$ cat config.mk
export PLATFORM = sky130hd
export DESIGN_NAME = pair_coinc_trigger
export DESIGN_NICKNAME = d
export VERILOG_FILES = /design/src/rtl/pct_pkg.sv /design/src/rtl/pct_cfg_hold.sv /design/src/rtl/pct_window.sv /design/src/rtl/pct_val_sel.sv /design/src/rtl/pct_pair_comb.sv /design/src/rtl/pair_coinc_trigger.sv
export SDC_FILE = /design/constraint.sdc
export NUM_CORES = 1
export LEC_CHECK = 0
export BUFFER_PORTS_ARGS = -buffer_cell sky130_fd_sc_hd__buf_2
export CORE_ASPECT_RATIO = 1.1
export CORE_MARGIN = 2
export CORE_UTILIZATION = 40
export CTS_CLUSTER_DIAMETER = 30
export DETAILED_ROUTE_END_ITERATION = 7
export PLACE_DENSITY = 0.67
export SYNTH_ARGS = -nofsm -noshare
export SYNTH_HDL_FRONTEND = slang
export SYNTH_SLANG_ARGS = --single-unit
export TNS_END_PERCENT = 50
$ cat constraint.sdc
create_clock -name clk -period 7.04 [get_ports clk]
set_input_delay 0.704 -clock clk [delete_from_list [all_inputs] [get_ports clk]]
set_output_delay 0.704 -clock clk [all_outputs]
set_load 0.03 [all_outputs]
$ cat src/rtl/pct_pkg.sv
package pct_pkg;
   // channel mode codes
   localparam logic [1:0] TM_NORMAL = 2'b00;
   localparam logic [1:0] TM_COINC  = 2'b01;

   // pair combination codes
   localparam logic [2:0] PC_AND  = 3'b000;
   localparam logic [2:0] PC_OR   = 3'b001;
   localparam logic [2:0] PC_EVEN = 3'b101;
   localparam logic [2:0] PC_ODD  = 3'b110;

   // validation source codes
   localparam logic [2:0] VS_PARTNER = 3'b000;
   localparam logic [2:0] VS_ANY     = 3'b001;
   localparam logic [2:0] VS_BOTH    = 3'b010;
   localparam logic [2:0] VS_PAIR    = 3'b011;
   localparam logic [2:0] VS_EXT     = 3'b101;

   localparam int MODE_BITS = 2;
   localparam int SEL_BITS  = 3;

   function automatic int ch_bits(input int width_w);
      return MODE_BITS + 1 + SEL_BITS + width_w;
   endfunction
endpackage

$ cat src/rtl/pct_cfg_hold.sv
module pct_cfg_hold #(
   parameter int CFG_BITS = 35
) (
   input  logic                clk,
   input  logic                rst_n,
   input  logic                idle,
   input  logic [CFG_BITS-1:0] cfg_in,
   output logic [CFG_BITS-1:0] cfg_eff
);
   logic [CFG_BITS-1:0] held_q;

   // live inputs pass through only while no window is open
   assign cfg_eff = idle ? cfg_in : held_q;

   always_ff @(posedge clk) begin
      if (!rst_n) held_q <= '0;
      else        held_q <= cfg_eff;
   end
endmodule

$ cat src/rtl/pct_window.sv
module pct_window
   import pct_pkg::*;
#(
   parameter int WIDTH_W = 10
) (
   input  logic               clk,
   input  logic               rst_n,
   input  logic               raw,
   input  logic               self_off,
   input  logic [1:0]         mode,
   input  logic [WIDTH_W-1:0] width,
   input  logic               val,
   output logic               hit,
   output logic               open_now,
   output logic               qual,
   output logic [WIDTH_W-1:0] cnt
);
   logic pend_q;
   logic live;
   logic armed;

   assign hit      = raw & ~self_off;
   assign live     = (cnt != '0);
   assign open_now = hit | live;
   assign armed    = hit | (pend_q & live);

   always_comb begin
      case (mode)
         TM_NORMAL: qual = hit;
         TM_COINC:  qual = armed & val;
         default:   qual = 1'b0;
      endcase
   end

   // restart on hit, count down otherwise
   always_ff @(posedge clk) begin
      if (!rst_n) begin
         cnt    <= '0;
         pend_q <= 1'b0;
      end else begin
         if (hit)       cnt <= width;
         else if (live) cnt <= cnt - 1'b1;
         pend_q <= (mode == TM_COINC) & armed & ~qual;
      end
   end
endmodule

$ cat src/rtl/pct_val_sel.sv
module pct_val_sel
   import pct_pkg::*;
(
   input  logic [2:0] sel,
   input  logic       partner_open,
   input  logic       ext,
   input  logic       pair_comb,
   output logic       val
);
   always_comb begin
      case (sel)
         VS_PARTNER: val = partner_open;
         VS_ANY:     val = partner_open | ext;
         VS_BOTH:    val = partner_open & ext;
         VS_PAIR:    val = pair_comb;
         VS_EXT:     val = ext;
         default:    val = 1'b0;
      endcase
   end
endmodule

$ cat src/rtl/pct_pair_comb.sv
module pct_pair_comb
   import pct_pkg::*;
(
   input  logic [2:0] sel,
   input  logic       open_even,
   input  logic       open_odd,
   output logic       comb
);
   always_comb begin
      case (sel)
         PC_AND:  comb = open_even & open_odd;
         PC_OR:   comb = open_even | open_odd;
         PC_EVEN: comb = open_even;
         PC_ODD:  comb = open_odd;
         default: comb = 1'b0;
      endcase
   end
endmodule

$ cat src/rtl/pair_coinc_trigger.sv
module pair_coinc_trigger
   import pct_pkg::*;
#(
   parameter int WIDTH_W    = 10,
   parameter bit TRIG_PULSE = 1'b1
) (
   input  logic               clk,
   input  logic               rst_n,
   input  logic               raw_even,
   input  logic               raw_odd,
   input  logic               ext_valid,
   input  logic [1:0]         cfg_mode_even,
   input  logic [1:0]         cfg_mode_odd,
   input  logic               cfg_self_off_even,
   input  logic               cfg_self_off_odd,
   input  logic [WIDTH_W-1:0] cfg_width_even,
   input  logic [WIDTH_W-1:0] cfg_width_odd,
   input  logic [2:0]         cfg_val_even,
   input  logic [2:0]         cfg_val_odd,
   input  logic [2:0]         cfg_pair_mode,
   output logic               acc_even,
   output logic               acc_odd,
   output logic               trig_out
);
   localparam int CH_BITS  = ch_bits(WIDTH_W);
   localparam int CFG_BITS = 2 * CH_BITS + SEL_BITS;
   localparam int N_CH     = 2;

   if (WIDTH_W < 1 || WIDTH_W > 16) begin : g_bad_width
      $error("pair_coinc_trigger: WIDTH_W must be 1..16");
   end

   logic                raw_v   [N_CH];
   logic [CH_BITS-1:0]  ch_in   [N_CH];
   logic [CH_BITS-1:0]  ch_eff  [N_CH];
   logic [1:0]          eff_mode  [N_CH];
   logic                eff_off   [N_CH];
   logic [2:0]          eff_val   [N_CH];
   logic [WIDTH_W-1:0]  eff_width [N_CH];
   logic [2:0]          eff_pair;
   logic [CFG_BITS-1:0] cfg_in_bus;
   logic [CFG_BITS-1:0] cfg_eff_bus;
   logic [WIDTH_W-1:0]  cnt_v  [N_CH];
   logic                hit_v  [N_CH];
   logic                open_v [N_CH];
   logic                qual_v [N_CH];
   logic                val_v  [N_CH];
   logic                idle;
   logic                comb;
   logic                acc_q [N_CH];

   assign raw_v[0] = raw_even;
   assign raw_v[1] = raw_odd;
   assign ch_in[0] = {cfg_mode_even, cfg_self_off_even, cfg_val_even, cfg_width_even};
   assign ch_in[1] = {cfg_mode_odd,  cfg_self_off_odd,  cfg_val_odd,  cfg_width_odd};
   assign cfg_in_bus = {cfg_pair_mode, ch_in[1], ch_in[0]};

   // idle: no window open from an earlier hit
   assign idle = (cnt_v[0] == '0) && (cnt_v[1] == '0);

   pct_cfg_hold #(.CFG_BITS(CFG_BITS)) u_hold (
      .clk     (clk),
      .rst_n   (rst_n),
      .idle    (idle),
      .cfg_in  (cfg_in_bus),
      .cfg_eff (cfg_eff_bus)
   );

   assign eff_pair = cfg_eff_bus[CFG_BITS-1 -: SEL_BITS];

   pct_pair_comb u_comb (
      .sel       (eff_pair),
      .open_even (open_v[0]),
      .open_odd  (open_v[1]),
      .comb      (comb)
   );

   for (genvar i = 0; i < N_CH; i++) begin : g_ch
      assign ch_eff[i]    = cfg_eff_bus[i*CH_BITS +: CH_BITS];
      assign eff_mode[i]  = ch_eff[i][CH_BITS-1 -: MODE_BITS];
      assign eff_off[i]   = ch_eff[i][CH_BITS-1-MODE_BITS];
      assign eff_val[i]   = ch_eff[i][WIDTH_W +: SEL_BITS];
      assign eff_width[i] = ch_eff[i][WIDTH_W-1:0];

      pct_val_sel u_val (
         .sel          (eff_val[i]),
         .partner_open (open_v[N_CH-1-i]),
         .ext          (ext_valid),
         .pair_comb    (comb),
         .val          (val_v[i])
      );

      pct_window #(.WIDTH_W(WIDTH_W)) u_win (
         .clk      (clk),
         .rst_n    (rst_n),
         .raw      (raw_v[i]),
         .self_off (eff_off[i]),
         .mode     (eff_mode[i]),
         .width    (eff_width[i]),
         .val      (val_v[i]),
         .hit      (hit_v[i]),
         .open_now (open_v[i]),
         .qual     (qual_v[i]),
         .cnt      (cnt_v[i])
      );

      always_ff @(posedge clk) begin
         if (!rst_n) acc_q[i] <= 1'b0;
         else        acc_q[i] <= qual_v[i];
      end
   end

   assign acc_even = acc_q[0];
   assign acc_odd  = acc_q[1];

   if (TRIG_PULSE) begin : g_trig_edge
      logic comb_d;
      always_ff @(posedge clk) begin
         if (!rst_n) begin
            comb_d   <= 1'b0;
            trig_out <= 1'b0;
         end else begin
            comb_d   <= comb;
            trig_out <= comb & ~comb_d;
         end
      end
   end else begin : g_trig_level
      always_ff @(posedge clk) begin
         if (!rst_n) trig_out <= 1'b0;
         else        trig_out <= comb;
      end
   end
endmodule

==> metrics.yaml, run 1 <==
rsz0062_at_grt: "false"
grt_pass1_wl_mm: 11.4
cts.clk_slew.worst_paths_ns: 0.07
outcome: "finished, final reports clean"
synth_ff_type: "dfxtp_1"
fin_crit_sh_pct: 52.4
final_core_util_pct: 47.6
worstReg2RegStart: "g_ch[0].u_win.cnt[0]$_SDFFE_PN0P_"
grt_pass1_vias: 2436
irDropWorstVdd_uv: 126
cp.arrival_ns: 3.93
comb_power_share_pct: 41.0
drv_cap: 0
hold_viol: 0
p_per_area_nw_per_um2: 418
place_congestion: 0.912
postCtsSetupRepairBufs: 0
crit_fanout: 43
die_x_microns: 87.1
use_met1_pct: 23.3
num_rows: 33
layout_min_cycle_time_ns: 3.69
path_class: "reg2reg"
grt_use_total_pct: 17.5
die_h_microns: 95.4
diodes: 0
end_kind: "flip-flop"
yosysMostFrequentCell: "dfxtp_1"
io_buffer_count: 42
wl_mm: 6.97
endpoint: "acc_q[0]$_DFF_P_"
grt_util_met2_pct: 26.1
setup_viol: 0
yosysTopAreaCellShare_pct: 40.2
drt_iter0_markers: 185
cts_tree: "built"
setup_tns_ns: 0
synthArstFlopShare_pct: 0
dp_hpwl_mm: 4.87
synth_area_per_cell_sq_um: 8.73
clock_sinks: 61
yosysWarnings: 0
wl_per_cell_microns: 14.6
drt-pass1-iter-count: 4
grt_overflow: 0
r2r_end: "acc_q[0]$_DFF_P_"
p_leak_nw: 1.53
synth-edff-count: 0
clkLatencyLatePin_ns: 0.34
synth_top_area_cell: "dfxtp_1"
crit_start: "g_ch[0].u_win.cnt[0]$_SDFFE_PN0P_"
worst-r2r-cell-count: 9
ys_seq_area_share_pct: 40.2
p_seq_share_pct: 32.1
swShare_pct: 36.7
synth_area_leaders: "dfxtp_1, mux2i_1, nor2_1"
required_ns: 7.28
htree_levels: 3
holdCritPathClass: "reg2reg"
p_sw_uw: 543
die-area_sq_um: 8310
share_clk_of_total_power_pct: 26.9
grt_max_degree: 58
clk_path_buf_depth: 2
synth_commonest_cells: "dfxtp_1, nor2_1, nand2_1"
synth.distinct_cells: 51
slew_headroom_pct: 45.2
regToRegSetupSlack_ns: 3.35
drive_above_1_share_pct: 19.2
internal_power_uw: 936
syn_inst: 348
grt_busiest_layer: "met2"
drcViolationCount: 0
fmax_mhz: 271
layout.nets: 428
ys_ff_latch: 61
vias: 2645
cts_resized: 0
tightestPinTransition_ns: 0.818
cts_made_buffers: 9
viasPerCell: 5.55
area_growth_pct: 16.5
syn_area_sq_um: 3040
initial_core_util_pct: 40.9
finClkSkew_ns: 0.00837
ctsHoldBuffers: 0
root_buffer: "clkbuf_8"
coreArea_sq_um: 7430
syn_nets: 391
maxSlewViolCount: 0
use_met3_pct: 5.02
antenna_found_initial: 0
startpoint_type: "flip-flop"
final_antenna_net_count: 0
ioPinCount: 43
## cell families (layout without fill, tap and decap cells)
logic type	Yosys count	after routing	share of synthesized area, %
AO/OA/AOI/OAI	67	67	15.6
XOR/XNOR	12	12	3.46
adder cells (fa/ha/maj)	3	3	1.24
buffers and inverters	26	68	4.12
flip-flops	61	61	40.2
multiplexers	31	31	10.3
AND/OR/NAND/NOR	148	148	25.0
## routing by layer
layer	vias up	routed length, microns	part of all wire, %
li1	1331	-	-
met1	1233	3340	48
met2	71	3080	44
met3	10	422	6.1
met4	0	120	1.7
met5	-	0	0
## worst max-delay path, cell delays in order, from the launching register on
cell and delay [ns]:
dfxtp_1 0.34, inv_1 0.07, ha_1 0.23, or4b_1 0.57, nor3_2 0.67, nand2_4 0.57
mux2_2 0.57, a21oi_1 0.26, o31ai_1 0.12, and4_1 0.19
## power groups by stage
stage	Combinational, mW	Clock (mW)	Sequential (mW)
6_report	0.606	0.398	0.475
5_1_grt	0.673	0.420	0.484
4_1_cts	0.608	0.404	0.474
3_5_place_dp	0.605	0	0.481
3_3_place_gp	0.599	0	0.480
2_1_floorplan	0.501	0	0.475
## worst min path at each step
stage,to,start,cells after the start
after floorplan,trig_out$_SDFF_PN0_,g_trig_edge.comb_d$_SDFF_PN0_,1
after global placement,trig_out$_SDFF_PN0_,g_trig_edge.comb_d$_SDFF_PN0_,1
after detailed placement,trig_out$_SDFF_PN0_,g_trig_edge.comb_d$_SDFF_PN0_,1
after global routing,trig_out$_SDFF_PN0_,g_trig_edge.comb_d$_SDFF_PN0_,1
after CTS,trig_out$_SDFF_PN0_,g_trig_edge.comb_d$_SDFF_PN0_,1
final,trig_out$_SDFF_PN0_,g_trig_edge.comb_d$_SDFF_PN0_,1
## flip-flops by register name, indices dropped and copies added (netlist names)
| name | count |
|---|---|
| acc_q | 2 |
| g_ch.u_win.cnt | 20 |
| g_ch.u_win.pend_q | 2 |
| g_trig_edge.comb_d | 1 |
| trig_out | 1 |
| u_hold.held_q | 35 |
## final cells by class
class                           instances  area, sq um
Timing Repair Buffer                   45          233
Multi-Input combinational cell        261         1690
Clock inverter                          3         90.1
Sequential cell                        61         1220
Fill cell                             738         3890
Clock buffer                           13          169
Inverter                                7         26.3
Tap cell                               87          109
## metrics by stage
stage | cells | worst slack [ns] | instance area (sq um) | power [mW] | hold slack (ns)
2_1_floorplan | 348 | 4.44 | 3040 | 0.976 | 0.376
3_3_place_gp | 461 | 3.51 | 3280 | 1.08 | 0.414
3_5_place_dp | 461 | 3.35 | 3280 | 1.09 | 0.409
4_1_cts | 477 | 3.35 | 3540 | 1.49 | 0.418
5_1_grt | 477 | 3.12 | 3540 | 1.58 | 0.430
6_report | 477 | 3.35 | 3540 | 1.48 | 0.424
## placed cells by master (no fill, tap or decap), drive strengths merged, types with 2 or more instances in the layout
master,Yosys,routed
and3,2,2
or4,5,5
a31oi,3,3
o21a,2,2
inv,7,7
bufinv,0,3
nand3,8,8
nor4b,2,2
mux2i,28,28
nor2,50,50
a21oi,19,19
dfxtp,61,61
nand2,38,38
ha,3,3
nor4,8,8
xor2,4,4
o2111a,2,2
o21ai,8,8
a211oi,19,19
clkbuf,10,13
xnor2,8,8
o221ai,2,2
mux2,3,3
nand2b,4,4
buf,8,45
nand4b,3,3
nor3,15,15
o31ai,6,6
o2111ai,2,2
or4b,2,2
nor2b,2,2
nor3b,4,4
Power figures use the tool's default switching activity.
==> run 2: changes to the inputs <==
- clock period: 7.04 -> 3.6 ns (I/O delays scaled with it)
==> run 2 against run 1 <==
Net effect: clock-buffer cell count fell by 1; global-route usage up 0.87 points; worst setup slack got worse by 2.8 ns; power is 88% higher; combinational power rose by 110%; die area unchanged; sequential share of layout area rose by 0.061 points; sequential power up 96%; non-clock buffer count is 8 higher; via count increased by 0.72%; final cell count rose by 1.7%; largest power group unchanged.
==> metrics.yaml, run 2 (synthesis gave the netlist of run 1 again) <==
outcome: "finished, final reports clean"
crit_chain: "inv_1, ha_1, or4b_1, nor3_2, nand2_4, buf_4, mux2i_1, o21ai_0, o221ai_1, o2111a_1"
wl_mm: 7.23  # +3.8%
wl_per_cell_microns: 14.9  # +2.1%
finClkSkew_ns: 0.0107  # +0.00228 ns
fin_crit_sh_pct: 84.0  # +32 points
grt_max_degree: 34  # -41%
path_buf_inv: 2  # +1
cts_resized: 0  # unchanged
crit_fanout: 15  # -65%
irDropWorstVdd_uv: 290  # +130%
cts_tree: "built"
drv_cap: 0  # unchanged
clk_path_buf_depth: 2  # unchanged
setup_slack_ns: 0.575  # -2.78 ns
layout.nets: 436  # +1.9%
p_leak_nw: 1.54  # +0.31%
io_buffer_count: 42  # unchanged
path_class: "reg2reg"
top_regs: "u_hold.held_q: 35 flops, g_ch.u_win.cnt: 20 flops"
rsz0062_at_grt: "false"
setup_viol: 0  # unchanged
coreArea_sq_um: 7430  # unchanged
slowest_delay_ns: 0.58  # -0.09 ns
grt_overflow: 0  # unchanged
startpoint_type: "flip-flop"
die-area_sq_um: 8310  # unchanged
diodes: 0  # unchanged
vias: 2664  # +0.72%
clock_sinks: 61  # unchanged
timing.hold.ws_ns: 0.270  # -0.153 ns
cts_made_buffers: 9  # unchanged
holdCritPathClass: "in2reg"
htree_levels: 3  # unchanged
fin_area_sq_um: 3530  # -0.18%
maxSlewViolCount: 0  # unchanged
drive_above_1_share_pct: 20.6  # +1.4 points
place_congestion: 0.887  # -2.8%
area_growth_pct: 16.3
crit_slowest_cell: "or4b_1"
top_register: "u_hold.held_q"
layout_common_cells: "dfxtp_1, nor2_1, buf_2, nand2_1, mux2i_1"
layout_commonest_cell: "dfxtp_1"
antenna_found_initial: 0  # unchanged
dp_worst_setup_slack_ns: 0.611  # -2.74 ns
p_per_area_nw_per_um2: 785  # +88%
clkLatencyLatePin_ns: 0.34  # about the same
dp_hpwl_mm: 5.40  # +11%
drt-pass1-iter-count: 5  # +1
tightestPinTransition_ns: 0.653  # -0.164 ns
ctsHoldBuffers: 0  # unchanged
final_antenna_net_count: 0  # unchanged
final_core_util_pct: 47.6  # -0.084 points
fmax_mhz: 331  # +22%
grt_pass1_vias: 2534  # +4.0%
ioPinCount: 43  # unchanged
slew_headroom_pct: 55.8  # +11 points
drcViolationCount: 0  # unchanged
postCtsSetupRepairBufs: 0  # unchanged
cts.clk_slew.worst_paths_ns: 0.06  # about the same
placed_area_sq_um: 3340  # +1.8%
place_inst: 469  # +1.7%
setup_tns_ns: 0  # unchanged
grt_use_total_pct: 18.4  # +0.87 points
die_x_microns: 87.1  # unchanged
drt_iter0_markers: 226  # +22%
num_rows: 33  # unchanged
power_mw: 2.77  # +88%
grt_pass1_wl_mm: 11.9  # +4.7%
hold_viol: 0  # unchanged
end_kind: "flip-flop"
path_delay_family: "simple AND/OR/NAND/NOR gates"
largest_register_ffs: 35  # unchanged
viasPerCell: 5.49  # -0.94%
fin_cells: 485  # +1.7%
layout_min_cycle_time_ns: 3.02  # -0.664 ns
required_ns: 3.88  # -3.40 ns
cp.arrival_ns: 3.31  # -0.62 ns
root_buffer: "clkbuf_8"
die_h_microns: 95.4  # unchanged
initial_core_util_pct: 40.9  # unchanged
[run 2: changes by cell type in the layout (fill, tap and decap cells not counted)]
cell / change
bufinv_16: -2
clkbuf_1: +1
clkinvlp_4: +1
buf_4: +8
clkbuf_8: -2
clkinv_2: +2
[run 2: tightest hold or removal path, stage by stage]
cell	delay, ns
buf_2	0.10
nand2_1	0.05
a21oi_1	0.05
[run 2: area by class of cell]
class                      count  area [sq um]
multi-input combinational    261          1690
sequential                    61          1220
fill                         735          3900
tap                           87           109
inverter                       7          26.3
timing repair buffer          53           293
clock inverter                 4          47.5
clock buffer                  12           145
[run 2: layer usage]
| metal | vias up | routed length, microns | track usage (%) |
|---|---|---|---|
| met5 | - | 0 | 0 |
| met4 | 0 | 140 | 7.69 |
| met3 | 11 | 503 | 3.81 |
| met2 | 86 | 3120 | 27.6 |
| met1 | 1215 | 3470 | 25.7 |
| li1 | 1352 | - | - |
[run 2: power by group]
part / leakage, nW / switching (mW) / total [mW] / internal [mW]
clock: 0.0964 / 0.261 / 0.598 / 0.336
combinational: 0.945 / 0.709 / 1.25 / 0.537
sequential: 0.497 / 0.119 / 0.931 / 0.812
total: 1.54 / 1.09 / 2.77 / 1.69
[run 2: final timing paths]
check / to / slack, ns / depth (start not counted) / from
max reg2reg: acc_q[1]$_DFF_P_ / 0.58 / 10 / g_ch[0].u_win.cnt[0]$_SDFFE_PN0P_
min reg2reg: trig_out$_SDFF_PN0_ / 0.43 / 1 / g_trig_edge.comb_d$_SDFF_PN0_
min: u_hold.held_q[13]$_SDFF_PN0_ / 0.27 / 3 / cfg_self_off_even
max: acc_q[1]$_DFF_P_ / 0.58 / 10 / g_ch[0].u_win.cnt[0]$_SDFFE_PN0P_
